**src/rtl/ckc_pkg.sv**
```systemverilog
package ckc_pkg;
  // Width needed to hold a count from 0 to n inclusive.
  function automatic int cnt_width(input int n);
    return $clog2(n + 1);
  endfunction
endpackage

```
**src/rtl/ckc_cfg_reg.sv**
```systemverilog
module ckc_cfg_reg #(
  parameter int FULL_W = 16
) (
  input  logic              clk,
  input  logic              rst_n,
  input  logic              load,
  input  logic [FULL_W-1:0] d_in,
  output logic [FULL_W-1:0] q_out
);
  logic [FULL_W-1:0] cfg_d;
  logic [FULL_W-1:0] cfg_q;

  // Next state: the clock enable is written out explicitly.
  always_comb begin
    cfg_d = cfg_q;
    if (load) cfg_d = d_in;
  end

  always_ff @(posedge clk or negedge rst_n) begin
    if (!rst_n) cfg_q <= '0;
    else        cfg_q <= cfg_d;
  end

  assign q_out = cfg_q;
endmodule

```
**src/rtl/ckc_rank.sv**
```systemverilog
module ckc_rank #(
  parameter int FULL_W = 16,
  parameter int CNT_W  = 5
) (
  input  logic [FULL_W-1:0]            en,
  output logic [FULL_W-1:0][CNT_W-1:0] rank,
  output logic [CNT_W-1:0]             total
);
  // pre[i] counts the enabled positions strictly below i.
  logic [FULL_W:0][CNT_W-1:0] pre;

  assign pre[0] = '0;

  for (genvar i = 0; i < FULL_W; i++) begin : g_prefix
    assign pre[i+1] = pre[i] + CNT_W'(en[i]);
    assign rank[i]  = pre[i];
  end

  assign total = pre[FULL_W];
endmodule

```
**src/rtl/ckc_pack.sv**
```systemverilog
module ckc_pack #(
  parameter int FULL_W  = 16,
  parameter int STORE_W = 10,
  parameter int CNT_W   = 5
) (
  input  logic [FULL_W-1:0]            en,
  input  logic [FULL_W-1:0][CNT_W-1:0] rank,
  input  logic [FULL_W-1:0]            din,
  output logic [STORE_W-1:0]           dout
);
  // One OR-of-selects per storage slot: slot k takes the enabled bit of rank k.
  for (genvar k = 0; k < STORE_W; k++) begin : g_slot
    logic slot_v;
    always_comb begin
      slot_v = 1'b0;
      for (int i = 0; i < FULL_W; i++) begin
        if (en[i] && (rank[i] == CNT_W'(k))) slot_v = slot_v | din[i];
      end
    end
    assign dout[k] = slot_v;
  end
endmodule

```
**src/rtl/ckc_unpack.sv**
```systemverilog
module ckc_unpack #(
  parameter int FULL_W  = 16,
  parameter int STORE_W = 10,
  parameter int CNT_W   = 5
) (
  input  logic [FULL_W-1:0]            en,
  input  logic [FULL_W-1:0][CNT_W-1:0] rank,
  input  logic [STORE_W-1:0]           sin,
  output logic [FULL_W-1:0]            dout
);
  // Each full-width position picks the stored slot at its rank, or zero.
  for (genvar i = 0; i < FULL_W; i++) begin : g_pos
    logic pos_v;
    always_comb begin
      pos_v = 1'b0;
      for (int r = 0; r < STORE_W; r++) begin
        if (en[i] && (rank[i] == CNT_W'(r))) pos_v = sin[r];
      end
    end
    assign dout[i] = pos_v;
  end
endmodule

```
**src/rtl/ckc_switch_net.sv**
```systemverilog
module ckc_switch_net #(
  parameter int FULL_W  = 16,
  parameter int STORE_W = 10
) (
  input  logic                                   clk,
  input  logic                                   rst_n,
  input  logic                                   cfg_load,
  input  logic [FULL_W-1:0]                      cfg_in,
  input  logic                                   wr_en,
  input  logic [FULL_W-1:0]                      chk_full_in,
  output logic [STORE_W-1:0]                     chk_packed_out,
  input  logic [STORE_W-1:0]                     chk_stored_in,
  output logic [FULL_W-1:0]                      chk_full_out,
  output logic [ckc_pkg::cnt_width(FULL_W)-1:0]  en_count,
  output logic                                   ovf_err
);
  localparam int CNT_W = ckc_pkg::cnt_width(FULL_W);

  logic [FULL_W-1:0]            cfg_q;
  logic [FULL_W-1:0][CNT_W-1:0] rank;
  logic [CNT_W-1:0]             total;

  ckc_cfg_reg #(.FULL_W(FULL_W)) u_cfg (
    .clk   (clk),
    .rst_n (rst_n),
    .load  (cfg_load),
    .d_in  (cfg_in),
    .q_out (cfg_q)
  );

  ckc_rank #(.FULL_W(FULL_W), .CNT_W(CNT_W)) u_rank (
    .en    (cfg_q),
    .rank  (rank),
    .total (total)
  );

  ckc_pack #(.FULL_W(FULL_W), .STORE_W(STORE_W), .CNT_W(CNT_W)) u_pack (
    .en   (cfg_q),
    .rank (rank),
    .din  (chk_full_in),
    .dout (chk_packed_out)
  );

  ckc_unpack #(.FULL_W(FULL_W), .STORE_W(STORE_W), .CNT_W(CNT_W)) u_unpack (
    .en   (cfg_q),
    .rank (rank),
    .sin  (chk_stored_in),
    .dout (chk_full_out)
  );

  assign en_count = total;
  assign ovf_err  = wr_en && (total > CNT_W'(STORE_W));
endmodule

```
**config.mk**
```make
export PLATFORM = sky130hd
export DESIGN_NAME = ckc_switch_net
export DESIGN_NICKNAME = d
export VERILOG_FILES = /design/src/rtl/ckc_pkg.sv /design/src/rtl/ckc_cfg_reg.sv /design/src/rtl/ckc_rank.sv /design/src/rtl/ckc_pack.sv /design/src/rtl/ckc_unpack.sv /design/src/rtl/ckc_switch_net.sv
export SDC_FILE = /design/constraint.sdc
export NUM_CORES = 1
export LEC_CHECK = 0
export ABC_AREA = 1
export ABC_CLOCK_PERIOD_IN_PS = 20200
export CORE_AREA = 2 2 101 103
export DETAILED_ROUTE_END_ITERATION = 16
export DIE_AREA = 0 0 103 105
export DONT_BUFFER_PORTS = 1
export PLACE_DENSITY = 0.75
export SYNTH_ARGS = -nofsm -noshare
export SYNTH_HDL_FRONTEND = slang
export SYNTH_SLANG_ARGS = --single-unit
export TNS_END_PERCENT = 100
```
**constraint.sdc**
```tcl
create_clock -name clk -period 20.2 [get_ports clk]
set_input_delay 1.01 -clock clk [delete_from_list [all_inputs] [get_ports clk]]
set_output_delay 1.01 -clock clk [all_outputs]
set_load 0.02 [all_outputs]
```
==> results of run 1 <==
==> layout make-up <==
cell class              count  area (um2)  area share [%]
flip-flops and latches     16         400            7.14
well taps                 133         166            2.97
clock buffers               4        55.1           0.982
inverters                 152         571            10.2
multi-input cells         799        4410            78.6
repair buffers              1        7.51           0.134
==> worst paths after layout <==
check | slack [ns] | depth (start not counted) | to
hold / removal | 0.40 | 0 | u_cfg.q_out[4]$_DFFE_PN0P_
min in group clk | 0.62 | 2 | u_cfg.q_out[3]$_DFFE_PN0P_
max in group asynchronous | 19.72 | 0 | u_cfg.q_out[11]$_DFFE_PN0P_
hold reg to reg | 0.62 | 2 | u_cfg.q_out[3]$_DFFE_PN0P_
setup reg to reg | 19.31 | 1 | u_cfg.q_out[2]$_DFFE_PN0P_
setup / recovery | 11.90 | 18 | ovf_err
==> through the flow <==
step	hold slack (ns)	area, um2	setup WS, ns	power [mW]
6_report	0.401	5610	11.90	1.11
5_1_grt	0.399	5610	11.49	1.21
4_1_cts	0.406	5610	11.92	1.09
3_5_place_dp	0.595	5550	12.26	1.05
3_3_place_gp	0.578	5550	12.31	1.04
2_1_floorplan	0.539	5660	12.71	0.944
==> synthesized netlist by cell type (8+ instances only) <==
master and number:
nand2_2 42, inv_1 136, nand3_1 97, nor3_1 20
nand2_4 14, o221ai_1 9, clkbuf_1 11, nor4_1 8
dfrtp_1 16, o21ai_0 31, inv_2 16, nand2_1 232
nor2_1 151, nand3_2 22, ha_1 31, o2111ai_1 14
nand4_1 42, buf_4 26, a21oi_1 16, a221oi_1 15
==> cells by family after synthesis <==
group	after synthesis	synth area share (%)
AOI/OAI and AO/OA	117	14.3
adders and majority gates	32	7.21
xor gates and xnor gates	3	0.464
DFF	16	7.07
muxes	2	0.398
buffers and inverters	198	15.0
and+or+nand+nor	645	55.5
==> power breakdown <==
part | leakage [nW] | switching (mW) | internal [mW]
Combinational | 2.50 | 0.748 | 0.280
Clock | 0.0288 | 0.0199 | 0.0175
Sequential | 0.193 | 0.00461 | 0.0349
==> metal layers <==
| layer | up-vias | part of all wire, % |
|---|---|---|
| met4 | 0 | 3.3 |
| li1 | 3280 | - |
| met2 | 379 | 43 |
| met1 | 2959 | 41 |
| met3 | 69 | 13 |
| met5 | - | 0 |
==> out/results.ini, run 1 <==
[outcome]
status = finished clean

[setup_path]
timing.rr.start = u_cfg.q_out[2]$_DFFE_PN0P_
worstPathCellList = fa_1 > ha_1 > ha_1 > ha_1 > ha_1 > ha_1 > ha_1 > ha_1 > ha_1 > ha_1 > ha_1 > ha_1 > ha_1 > ha_1 > ha_1 > xnor2_1 > o21ai_1 > a21boi_1
cp_slowest_cell = fa_1
cp_slowest_stage_delay_ns = 0.67
critPathKind = reg -> out
worstSetupStartpoint = u_cfg.q_out[0]$_DFFE_PN0P_
critPathMaxFanout = 6
crit_required_ns = 19.19
start_kind = flip-flop
crit_path_end_kind = output pin
path_common_cell = ha_1
path_buf_inv = 0
cp.arrival_ns = 7.29
cp_top_family = adder cells

[grt]
busiest_layer = met2
grt_antenna_before_repair = 0
grt_pass1_wl_um = 29800
grt_max_degree = 31
grtUsageMet3_pct = 9.50
use_met2_pct = 51.5
grt_use_met1_pct = 47.1
overflow = 0
first_global_vias = 6101
grt_usage_pct = 34.3

[worst_hold_path]
hold_path_class = in -> async

[die]
initial_utilization_pct = 58.7
io-pin-count = 78
die_y_um = 105
die_w_um = 103
dieArea_um2 = 10800
core-area_um2 = 9640
row_count = 36

[cells_and_area]
finalNonFillerCells = 1105
fin_util_pct = 58.2
drive_gt1_share_pct = 11.9
area.growth.synth_to_final_pct = -0.906
fillers = 1033
largest_register_ffs = 16
antenna_cells = 0
mostFrequentLayoutCell = nand2_1
finalNetCount = 1051
mostFrequentLayoutCells = nand2_1, nor2_1, inv_1, nand3_1

[timing]
tightest_slew_ns = 0.728
finalHoldViolCount = 0
fmax_mhz = 121
maxSlewHeadroom_pct = 50.9
setup_tns_ns = 0
finalSetupViolCount = 0
drv_slew = 0
fin_crit_ns = 8.30
post-route-period-util_pct = 41.1
fin_skew_ns = 0
rsz0062_at_grt = false

[clock_network]
post_cts_buffers = 0
cts_buffer_depth = 2
cts.sinks = 16
cts_resized = 0
clk_latency_ns = 0.28
path_clk_slew_ns = 0.11
clock-root-buffer = clkbuf_8
cts_made_buffers = 3
cts_hold_buf = 0
cts_tree = built
htreeDepth = 1

[routing]
first_pass_iters = 6
wl_per_cell_um = 16.9
wl_um = 18700
drc = 0
num_vias = 6687
detail_route.iter0.violations = 848
vias_per_cell = 6.05
ant_nets = 0

[yosys]
syn_area_per_cell_um2 = 5.59
synth_cell_types = 47
ys_seq_area_share_pct = 7.07
syn_inst = 1013
synth_ff_type = dfrtp_1
yosys_warnings = 0
synthTopCellsByArea = nand2_1, nor2_1, inv_1
ys_seq_elements = 16
synth_edf_count = 0
async_reset_ff_share_pct = 100
syn-num-nets = 1091
synth_area_um2 = 5660
synth_top_area_share_pct = 15.4
synth_top_area_cell = nand2_1

[placement]
dp.cells = 1101
dp_hpwl_um = 15100
gp_congestion = 1.05
port_buffers = 0

[pwr]
leakage_nw = 2.72
peakVddDrop_mv = 0.327
p_per_area_nw_per_um2 = 197

[flow_run]
cap_violations = 0

(Power assumes the default switching activity.)
==> inputs of run 2 (changes only) <==
--- a/config.mk
+++ b/config.mk
@@ -6,7 +6,7 @@
 export NUM_CORES = 1
 export LEC_CHECK = 0
 export ABC_AREA = 1
-export ABC_CLOCK_PERIOD_IN_PS = 20200
+export ABC_CLOCK_PERIOD_IN_PS = 8100
 export CORE_AREA = 2 2 101 103
 export DETAILED_ROUTE_END_ITERATION = 16
 export DIE_AREA = 0 0 103 105
==> constraint.sdc (replaced) <==
create_clock -name clk -period 8.1 [get_ports clk]
set_input_delay 0.405 -clock clk [delete_from_list [all_inputs] [get_ports clk]]
set_output_delay 0.405 -clock clk [all_outputs]
set_load 0.02 [all_outputs]
==> run 2 against run 1 <==
  * Combinational power rose to 2.5 times the previous value
  * Register-to-register slack got worse by 12 ns
  * Worst setup slack got worse by 12 ns
  * Global-route usage barely moved
  * Sequential power rose by 150%
  * Highest routed layer unchanged
==> out/results.ini, run 2 (same netlist as run 1, synthesis figures left out) <==
[routing]
detail_route.iter0.violations = 905  ; +6.7%
first_pass_iters = 6  ; unchanged
drc = 0  ; unchanged
wl_um = 19000  ; +1.9%
num_vias = 6854  ; +2.5%
vias_per_cell = 6.20  ; +2.4%
ant_nets = 0  ; unchanged
wl_per_cell_um = 17.2  ; +1.8%

[clock_network]
cts_tree = built
cts.sinks = 16  ; unchanged
clock-root-buffer = clkbuf_8
htreeDepth = 1  ; unchanged
clk_latency_ns = 0.28  ; about the same
cts_hold_buf = 1  ; +1
path_clk_slew_ns = 0.11  ; about the same
cts_resized = 0  ; unchanged
post_cts_buffers = 0  ; unchanged
cts_buffer_depth = 2  ; unchanged
cts_made_buffers = 3  ; unchanged

[die]
dieArea_um2 = 10800  ; unchanged
die_w_um = 103  ; unchanged
die_y_um = 105  ; unchanged
io-pin-count = 78  ; unchanged
initial_utilization_pct = 58.7  ; unchanged
row_count = 36  ; unchanged
core-area_um2 = 9640  ; unchanged

[timing]
rsz0062_at_grt = false
finalHoldViolCount = 0  ; unchanged
post-route-period-util_pct = 95.9
fin_crit_ns = 7.77
fin_skew_ns = 0  ; unchanged
hold_slack_ns = 0.217  ; -0.184 ns
finalSetupViolCount = 0  ; unchanged
drv_slew = 0  ; unchanged
tightest_slew_ns = 1.04  ; +0.316 ns
setup_tns_ns = 0  ; unchanged
fmax_mhz = 129
maxSlewHeadroom_pct = 30.2  ; -21 points

[placement]
dp.cells = 1101  ; unchanged
gp_congestion = 1.05  ; about the same
dpl_cell_area_um2 = 5550  ; unchanged
port_buffers = 0  ; unchanged
dp_hpwl_um = 15200  ; +0.60%

[flow_run]
cap_violations = 0  ; unchanged

[pwr]
peakVddDrop_mv = 0.947  ; +190%
p_per_area_nw_per_um2 = 494  ; +150%
leakage_nw = 2.72  ; +0.15%

[cells_and_area]
final_area_um2 = 5620  ; +0.18%
antenna_cells = 0  ; unchanged
fin_util_pct = 58.3  ; +0.10 points
mostFrequentLayoutCells = nand2_1, nor2_1, inv_1, nand3_1
finalNonFillerCells = 1106  ; +0.090%
mostFrequentLayoutCell = nand2_1
largest_register_ffs = 16  ; unchanged
finalNetCount = 1052  ; +0.095%
drive_gt1_share_pct = 11.9  ; -0.012 points
area.growth.synth_to_final_pct = -0.730

[outcome]
status = finished clean

[worst_hold_path]
hold_path_class = in -> reg
min-delay-start = cfg_load

[grt]
overflow = 0  ; unchanged
grt_antenna_before_repair = 0  ; unchanged
first_global_vias = 6167  ; +1.1%
grt_usage_pct = 34.3  ; about the same
grt_pass1_wl_um = 30000  ; +0.37%
grt_max_degree = 31  ; unchanged

[setup_path]
cp.arrival_ns = 7.36  ; +0.07 ns
crit_required_ns = 7.70  ; -11.49 ns
critPathKind = reg -> out
start_kind = flip-flop
timing.rr.start = u_cfg.q_out[2]$_DFFE_PN0P_
worstSetupStartpoint = u_cfg.q_out[0]$_DFFE_PN0P_
crit_path_end_kind = output pin
critPathMaxFanout = 6  ; unchanged

-- run 2: cell types whose count changed in the layout (fill, tap and decap cells not counted), sizes merged --
cell	change
dlygate4sd3	+1
-- run 2: per-stage QoR --
stage / worst slack (ns) / power, mW
2_1_floorplan: 1.21 / 2.35
3_3_place_gp: 0.819 / 2.59
3_5_place_dp: 0.724 / 2.62
4_1_cts: 0.399 / 2.72
5_1_grt: 0.0108 / 3.02
6_report: 0.330 / 2.77
-- run 2: path summary, 6_finish.rpt --
path	cells past startpoint	slack (ns)	endpoint
setup / recovery	18	0.33	ovf_err
hold / removal	1	0.22	u_cfg.q_out[14]$_DFFE_PN0P_
setup reg to reg	1	7.22	u_cfg.q_out[2]$_DFFE_PN0P_
hold reg to reg	2	0.60	u_cfg.q_out[3]$_DFFE_PN0P_
max in group asynchronous	1	6.73	u_cfg.q_out[9]$_DFFE_PN0P_
min in group asynchronous	1	0.75	u_cfg.q_out[15]$_DFFE_PN0P_
-- run 2: critical path, cell delays in order (launching register included) --
cell and delay (ns):
dfrtp_1 0.47, fa_1 0.68, ha_1 0.34, ha_1 0.37, ha_1 0.37, ha_1 0.40
ha_1 0.38, ha_1 0.37, ha_1 0.37, ha_1 0.37, ha_1 0.35, ha_1 0.37
ha_1 0.22, ha_1 0.33, ha_1 0.40, ha_1 0.26, xnor2_1 0.49, o21ai_1 0.14
a21boi_1 0.38
-- run 2: layer usage --
metal | wire, um | GRT usage, % | share of wire, %
met1 | 7850 | 46.8 | 41
met2 | 8070 | 52.4 | 42
met5 | 0 | 0 | 0
met4 | 792 | 11.3 | 4.2
met3 | 2310 | 8.43 | 12
-- run 2: area by class of cell --
cell class	instances	area, um2
multi-input cells	799	4410
clock buffers	4	55.1
flip-flops and latches	16	400
repair buffers	2	17.5
well taps	133	166
fillers	1051	4020
inverters	152	571
-- run 2: power breakdown --
group / switching, mW / internal (mW) / total, mW / leakage, nW
registers: 0.0117 / 0.0871 / 0.0987 / 0.193
logic: 1.88 / 0.700 / 2.58 / 2.50
clock network: 0.0478 / 0.0437 / 0.0915 / 0.0288
total: 1.94 / 0.830 / 2.77 / 2.72
